<file path="config.mk">
export PLATFORM = sky130hd
export DESIGN_NAME = cr_pred_mask_builder
export DESIGN_NICKNAME = d
export VERILOG_FILES = /design/src/rtl/crpm_pkg.sv /design/src/rtl/crpm_cond_decode.sv /design/src/rtl/crpm_field_select.sv /design/src/rtl/crpm_mask_accum.sv /design/src/rtl/cr_pred_mask_builder.sv
export SDC_FILE = /design/constraint.sdc
export NUM_CORES = 1
export LEC_CHECK = 0
export ABC_AREA = 1
export BUFFER_PORTS_ARGS = -buffer_cell sky130_fd_sc_hd__buf_2
export CORE_ASPECT_RATIO = 0.75
export CORE_MARGIN = 1
export CORE_UTILIZATION = 45
export CTS_CLUSTER_SIZE = 8
export DETAILED_ROUTE_END_ITERATION = 12
export HOLD_SLACK_MARGIN = 0.1
export PLACE_DENSITY_LB_ADDON = 0.3
export SLEW_MARGIN = 20
export SYNTH_ARGS = -nofsm -noshare
export SYNTH_HDL_FRONTEND = slang
export SYNTH_SLANG_ARGS = --single-unit
</file>
<file path="constraint.sdc">
create_clock -name clk -period 1.8 [get_ports clk]
set_input_delay 0.36 -clock clk [delete_from_list [all_inputs] [get_ports clk]]
set_output_delay 0.36 -clock clk [all_outputs]
set_load 0.01 [all_outputs]
</file>
<file path="src/rtl/crpm_pkg.sv">
package crpm_pkg;

    // Width of one condition field and of the selector code
    localparam int CR_FIELD_W = 4;
    localparam int COND_SEL_W = 3;
    localparam int BIT_SEL_W  = $clog2(CR_FIELD_W);

    typedef enum logic [1:0] {
        ST_IDLE = 2'd0,
        ST_REQ  = 2'd1,
        ST_CAP  = 2'd2,
        ST_DONE = 2'd3
    } crpm_state_e;

    // Decoded condition: which field bit, and whether to flip it
    typedef struct packed {
        logic [BIT_SEL_W-1:0] bit_sel;
        logic                 invert;
    } cond_ctl_t;

    // Pairs of codes share a bit; the low code bit sets polarity
    function automatic cond_ctl_t decode_cond(input logic [COND_SEL_W-1:0] sel);
        cond_ctl_t c;
        c.bit_sel = sel[COND_SEL_W-1:1];
        c.invert  = sel[0];
        return c;
    endfunction

endpackage

</file>
<file path="src/rtl/crpm_cond_decode.sv">
module crpm_cond_decode
    import crpm_pkg::*;
(
    input  logic [COND_SEL_W-1:0] sel_i,
    output cond_ctl_t             ctl_o
);

    always_comb begin
        ctl_o = decode_cond(sel_i);
    end

endmodule

</file>
<file path="src/rtl/crpm_field_select.sv">
module crpm_field_select #(
    parameter int NUM_FIELDS = 8,
    parameter int BASE_FIELD = 0,
    parameter int IDX_W      = 3
) (
    input  logic                  req_i,
    input  logic [IDX_W-1:0]      elem_idx_i,
    output logic [NUM_FIELDS-1:0] rd_en_o
);

    // Field numbers count down from the top enable bit
    for (genvar b = 0; b < NUM_FIELDS; b++) begin : g_en
        always_comb begin
            rd_en_o[b] = req_i &&
                ((int'(elem_idx_i) + BASE_FIELD) == (NUM_FIELDS - 1 - b));
        end
    end

endmodule

</file>
<file path="src/rtl/crpm_mask_accum.sv">
module crpm_mask_accum #(
    parameter int MASK_W = 8,
    parameter int IDX_W  = 3
) (
    input  logic              clk,
    input  logic              rst,
    input  logic              clear_i,
    input  logic              wr_en_i,
    input  logic [IDX_W-1:0]  wr_idx_i,
    input  logic              wr_bit_i,
    output logic [MASK_W-1:0] mask_o
);

    for (genvar b = 0; b < MASK_W; b++) begin : g_bit
        always_ff @(posedge clk) begin
            if (rst || clear_i) begin
                mask_o[b] <= 1'b0;
            end else if (wr_en_i && (wr_idx_i == IDX_W'(b))) begin
                mask_o[b] <= wr_bit_i;
            end
        end
    end

endmodule

</file>
<file path="src/rtl/cr_pred_mask_builder.sv">
module cr_pred_mask_builder
    import crpm_pkg::*;
#(
    parameter  int NUM_FIELDS = 8,
    parameter  int BASE_FIELD = 0,
    localparam int MAX_LEN    = NUM_FIELDS - BASE_FIELD,
    localparam int LEN_W      = $clog2(NUM_FIELDS + 1)
) (
    input  logic                  clk,
    input  logic                  rst,
    input  logic                  start_i,
    input  logic [COND_SEL_W-1:0] cond_sel_i,
    input  logic [LEN_W-1:0]      vec_len_i,
    output logic                  busy_o,
    output logic [NUM_FIELDS-1:0] cr_rd_en_o,
    input  logic [CR_FIELD_W-1:0] cr_rd_data_i,
    output logic                  mask_valid_o,
    input  logic                  mask_ready_i,
    output logic [MAX_LEN-1:0]    mask_o
);

    localparam int IDX_W = (MAX_LEN > 1) ? $clog2(MAX_LEN) : 1;

    crpm_state_e      state_q;
    logic [IDX_W-1:0] elem_idx_q;
    logic [IDX_W-1:0] last_idx_q;
    cond_ctl_t        cond_q;

    cond_ctl_t        cond_d;
    logic [LEN_W-1:0] len_eff;
    logic [IDX_W-1:0] last_idx_d;
    logic             accept;
    logic             cap_fire;
    logic             pick_bit;

    crpm_cond_decode u_dec (
        .sel_i (cond_sel_i),
        .ctl_o (cond_d)
    );

    // Clamp the requested length into the legal range
    always_comb begin
        if (vec_len_i == '0) begin
            len_eff = LEN_W'(1);
        end else if (vec_len_i > LEN_W'(MAX_LEN)) begin
            len_eff = LEN_W'(MAX_LEN);
        end else begin
            len_eff = vec_len_i;
        end
        last_idx_d = IDX_W'(len_eff - LEN_W'(1));
    end

    assign accept   = (state_q == ST_IDLE) && start_i;
    assign cap_fire = (state_q == ST_CAP);
    assign pick_bit = cr_rd_data_i[cond_q.bit_sel] ^ cond_q.invert;

    always_ff @(posedge clk) begin
        if (rst) begin
            state_q    <= ST_IDLE;
            elem_idx_q <= '0;
            last_idx_q <= '0;
            cond_q     <= '0;
        end else begin
            unique case (state_q)
                ST_IDLE: begin
                    if (start_i) begin
                        cond_q     <= cond_d;
                        last_idx_q <= last_idx_d;
                        elem_idx_q <= '0;
                        state_q    <= ST_REQ;
                    end
                end
                ST_REQ: begin
                    state_q <= ST_CAP;
                end
                ST_CAP: begin
                    if (elem_idx_q == last_idx_q) begin
                        state_q <= ST_DONE;
                    end else begin
                        elem_idx_q <= elem_idx_q + IDX_W'(1);
                        state_q    <= ST_REQ;
                    end
                end
                ST_DONE: begin
                    if (mask_ready_i) begin
                        state_q <= ST_IDLE;
                    end
                end
                default: state_q <= ST_IDLE;
            endcase
        end
    end

    crpm_field_select #(
        .NUM_FIELDS (NUM_FIELDS),
        .BASE_FIELD (BASE_FIELD),
        .IDX_W      (IDX_W)
    ) u_sel (
        .req_i      (state_q == ST_REQ),
        .elem_idx_i (elem_idx_q),
        .rd_en_o    (cr_rd_en_o)
    );

    crpm_mask_accum #(
        .MASK_W (MAX_LEN),
        .IDX_W  (IDX_W)
    ) u_mask (
        .clk      (clk),
        .rst      (rst),
        .clear_i  (accept),
        .wr_en_i  (cap_fire),
        .wr_idx_i (elem_idx_q),
        .wr_bit_i (pick_bit),
        .mask_o   (mask_o)
    );

    assign busy_o       = (state_q != ST_IDLE);
    assign mask_valid_o = (state_q == ST_DONE);

endmodule

</file>
# After elaboration in Yosys (flattened, before gate mapping)
# Cells that the tools add are included.
[op_classes] addsub=2 order_cmp=2 eq_ne=21 n_mux=11 n_bitwise=1 reduce_logical=27
[ops] cell="zero test 32 bit" count=1
[ops] cell="equality test 3 bit (second input constant)" count=8
[ops] cell="logical AND 1 bit" count=17
[ops] cell="equality test 3 x 2 -> 1 bit (second input constant)" count=4
[ops] cell="two-way mux 3 bit" count=4
[ops] cell="case mux 2 bit (4 select lines)" count=1
[ops] cell="equality test 3 x 1 -> 1 bit (second input constant)" count=2
[ops] cell="two-way mux 2 bit" count=3
[ops] cell="case mux 3 bit (2 select lines)" count=1
[ops] cell="equality test 2 bit (second input constant)" count=2
[ops] cell="greater-than comparator 4 bit (second input constant)" count=1
[ops] cell="zero test 4 bit" count=1
[ops] cell="!= test 2 bit (second input constant)" count=2
[ops] cell="AND reduction 2 bit" count=2
[ops] cell="nonzero test 2 bit" count=2
[ops] cell="adder 3 x 1 -> 3 bit (second input constant)" count=1
[ops] cell="equality test 3 bit" count=1
[ops] cell="zero test 3 bit" count=1
[ops] cell="< comparator 2 x 3 -> 1 bit (second input constant)" count=1
[ops] cell="AND reduction 3 bit" count=1
[ops] cell="subtractor 3 x 1 -> 3 bit (second input constant)" count=1
[ops] cell="binary-select mux 1 bit (select 2 bit)" count=1
[ops] cell="equality test 2 x 1 -> 1 bit (second input constant)" count=1
[ops] cell="zero test 2 bit" count=1
[ops] cell="4 further kinds" count=4
[word_totals] regBits=19 inputBits=15 elab_cells=77

# Depth between registers and ports, before layout
[depth] ltp_word=4 mapped_depth=9

# By module
# Synthesis repeated with hierarchy kept, for this count alone.
[unflattened] cells_unflattened=170 hier_area_um2=1089.8
[modules_own_cells] module="cr_pred_mask_builder" instances=1 cells_each=96 area_per_inst_um2=638.1 seq_area_each_um2=220.2
[modules_own_cells] module="crpm_mask_accum" instances=1 cells_each=54 area_per_inst_um2=365.4 seq_area_each_um2=160.2
[modules_own_cells] module="crpm_field_select" instances=1 cells_each=17 area_per_inst_um2=63.8 seq_area_each_um2=0.0
[modules_own_cells] module="crpm_cond_decode" instances=1 cells_each=3 area_per_inst_um2=22.5 seq_area_each_um2=0.0

# Least setup slack after synthesis
# OpenSTA, ideal clock, no wires.
[synth_timing] path_kind="input to register" start="input vec_len_i[2]" end="register last_idx_q[2]" setup_time_ns=0.129 t_arrival_ns=1.237 required_time_ns=1.671 slack_ns=0.433 path_stages=6 path_buffers=0 cell_sequence="or2_2 > a21oi_1 > inv_1 > ha_1 > xor2_1 > o22ai_1"
[synth_between] elab_chain_len=4 elab_cells_between_ends=5 classes_between="1 x add/sub; 1 x order compare; 2 x mux; 1 x reduce/logical"
[synth_lines] item="from (decl)" line_no="cr_pred_mask_builder.sv:13" source="input logic [LEN_W-1:0] vec_len_i,"
[synth_lines] item="greater-than comparator 4 bit" line_no="cr_pred_mask_builder.sv:45" source="end else if (vec_len_i > LEN_W'(MAX_LEN)) begin"
[synth_lines] item="two-way mux 3 bit" line_no="cr_pred_mask_builder.sv:45"
[synth_lines] item="two-way mux 3 bit (*)" line_no="cr_pred_mask_builder.sv:43" source="if (vec_len_i == '0) begin"
[synth_lines] item="subtractor 3 x 1 -> 3 bit (*)" line_no="cr_pred_mask_builder.sv:50" source="last_idx_d = IDX_W'(len_eff - LEN_W'(1));"
[synth_lines] item="to (signal assigned)" line_no="cr_pred_mask_builder.sv:68" source="last_idx_q <= last_idx_d;"
[synth_lines] item="to (decl)" line_no="cr_pred_mask_builder.sv:26" source="logic [IDX_W-1:0] last_idx_q;"
# Every way passes the cells marked *; elsewhere a longest branch is shown, timed or not.
# A chain may end at the register's enable or synchronous reset.

# Worst setup path after layout
[layout_timing] start="register elem_idx_q[1]" end="output cr_rd_en_o[6]"
[layout_between] elab_chain_len=2
[layout_lines] item="from (decl)" line_no="cr_pred_mask_builder.sv:25" source="logic [IDX_W-1:0] elem_idx_q;"
[layout_lines] item="from (signal assigned)" line_no="cr_pred_mask_builder.sv:80" source="elem_idx_q <= elem_idx_q + IDX_W'(1);"
[layout_lines] item="equality test 3 x 2 -> 1 bit" line_no="crpm_field_select.sv:15" source="((int'(elem_idx_i) + BASE_FIELD) == (NUM_FIELDS - 1 - b));"
[layout_lines] item="logical AND 1 bit" line_no="crpm_field_select.sv:14" source="rd_en_o[b] = req_i &&"
[layout_lines] item="to (decl)" line_no="cr_pred_mask_builder.sv:15" source="output logic [NUM_FIELDS-1:0] cr_rd_en_o,"
# Every way passes these cells.

==> impl_metrics.ini <==
[route]
drtIter0Drc = 87
finalWirelength_mm = 2.47
routed-via-count = 1149
firstDrtPassIters = 5
drc = 0
wl_per_cell_microns = 10.3
antenna_left = 0
drt-vias-per-instance = 4.79

[flow_run]
maxCapViolations = 0

[clocking]
cts_root_buffer = clkbuf_4
cts_max_level = 1
cts_tree = yes
clock-sinks = 19
cts_buffers = 3
clkLatencyLatePin_ns = 0.30
clkTransAtPathRegs_ns = 0.10
cts_hold_buf = 0
clock_path_buffers = 2

[pwr]
power_uw = 926
power.density_nw_per_um2 = 659
ir_drop_mv = 0.460
p_leak_uw = 0.000729

[critical_path]
crit_path_cell_trace = inv_2 -> ha_2 -> inv_1 -> nor3_1 -> buf_2
cp.arrival_ns = 1.36
path_max_fanout = 5
startpoint_type = register
slowest_delay_ns = 0.38
crit_type = reg2out
cpMaxStageDelayCell = dfxtp_4
crit_required_ns = 1.44
endpoint_kind = output pin

[synth]
synth.most_common_cell = inv_1
synth_seq_area_share = 0.325
yosys-top-cells-area = dfxtp_1, inv_1, nand2_1
syn_avg_cell_area_sq_um = 6.83
synth_edf_count = 0
ys_async_sr_fraction = 0
synth_top_area_frac = 0.325
synth_area_leader_cell = dfxtp_1
synth_commonest_cells = inv_1, nand2_1, dfxtp_1
synth_seq_cells = 19
synth_nets = 193
synthFlopType = dfxtp_1
netlist_instances = 171
yosysUniqueCellTypes = 20
syn-cell-area_sq_um = 1170
yosys_warnings = 0

[timing]
period_share = 0.957
tightest_slew_ns = 0.554
rsz0062_at_grt = true
hold-worst-slack_ns = 0.218
layout_min_cycle_time_ns = 1.72
maxSlewHeadroom = 0.631
report.final.slew_viol_count = 0
setup_viol = 0
layout_setup_ws_ns = 0.0779
fmax_ghz = 0.581
finClkSkew_ns = 0.00579
finalHoldViolCount = 0

[floorplan]
start_util = 0.490
rows = 15
num_io_pins = 33
dieArea_sq_um = 2810
core-area_sq_um = 2380
fp.dieW_microns = 60.8
die_y_microns = 46.1

[placement]
dp_hpwl_mm = 1.90
gp_congestion = 0.801
post-place-ws_ns = 0.248
io_buffers = 32

[grt]
antenna_found_initial = 0
grt_pass1_vias = 989
grt_max_degree = 15
grt_overflow = 0
track_usage = 0.201
grt_pass1_wl_mm = 4.06

[cells_and_area]
nets = 229
antenna-diode-count = 0
syn_to_final_growth_pct = 20.2
drive_above_1_share = 0.296
fillers = 238
postLayoutCoreUtil = 0.590

[worst_hold_path]
hold_class = in2reg

[status]
status = completed
[placed cells by master, fill, tap and decap left out, drive strengths merged]
cell type / Yosys / routed
buf: 3 / 34
nand3: 13 / 13
dfxtp: 19 / 19
nand2: 37 / 37
a21oi: 14 / 14
o22ai: 6 / 6
or2: 2 / 2
nor3: 6 / 6
nand4: 1 / 1
ha: 7 / 7
nand3b: 8 / 8
clkinv: 0 / 1
clkbuf: 0 / 3
xor2: 1 / 1
inv: 44 / 44
nor2: 9 / 9
o21ai: 1 / 1
[sequential cells by signal, summed over array words and instances (netlist names)]
signal,flops
cond_q,3
u_mask.mask_o,8
last_idx_q,3
state_q,2
elem_idx_q,3
[path summary, 6_finish.rpt]
path                            slack (ns)                    endpoint  cells past startpoint                        from
worst max-delay path                  0.08               cr_rd_en_o[6]                      5  elem_idx_q[1]$_SDFFE_PP0P_
worst min register to register        0.51      cond_q[0]$_SDFFE_PP0P_                      2      cond_q[0]$_SDFFE_PP0P_
worst min-delay path                  0.22     state_q[0]$_SDFFE_PP0P_                      2                         rst
worst max register to register        0.36  elem_idx_q[2]$_SDFFE_PP0P_                      7     state_q[1]$_SDFFE_PP0P_
[through the flow]
| stage | cells | setup TNS, ns | area, sq um |
|---|---|---|---|
| 2_1_floorplan | 171 | 0 | 1170 |
| 3_5_place_dp | 236 | 0 | 1350 |
| 3_3_place_gp | 236 | 0 | 1350 |
| 5_1_grt | 240 | -0.0361 | 1410 |
| 4_1_cts | 240 | 0 | 1380 |
| 6_report | 240 | 0 | 1410 |
[metal layers]
| metal | GRT usage | share of wire | up-vias |
|---|---|---|---|
| met5 | 0 | 0 | - |
| met4 | 0.0455 | 0.0053 | 0 |
| met3 | 0.0646 | 0.062 | 2 |
| met2 | 0.354 | 0.46 | 45 |
| met1 | 0.241 | 0.47 | 500 |
| li1 | - | - | 602 |
[logic make-up after synthesis]
kind of cell | synth area share
fa+ha+maj | 0.0749
xor+xnor | 0.00750
simple gates | 0.307
flops | 0.325
buf+inv | 0.172
compound gates | 0.112
[what timing repair did]
action	4_1_cts	5_1_grt
gates resized for setup	0	10
endpoints found under the setup margin	0	8
setup buffers	0	0
[critical path, delay by kind of cell, from the launching register on]
family        cells  cell delay, ns
flops             1            0.38
fa+ha+maj         1            0.20
simple gates      1            0.18
buf+inv           3            0.31
[where the power goes]
group / switching, uW / internal, uW / total (uW)
clock network: 132 / 82.9 / 215
registers: 24.8 / 447 / 472
logic: 150 / 89.7 / 239
total: 307 / 619 / 926
[layout make-up]
type	instances	area, sq um	share of cell area
Clock buffer	3	22.5	0.0160
Inverter	44	168	0.119
Sequential cell	19	385	0.274
Tap cell	34	42.5	0.0303
Clock inverter	1	5.00	0.00356
Multi-Input combinational cell	105	607	0.432
Timing Repair Buffer	34	175	0.125
Note: power is estimated with default switching activity, not from simulation.
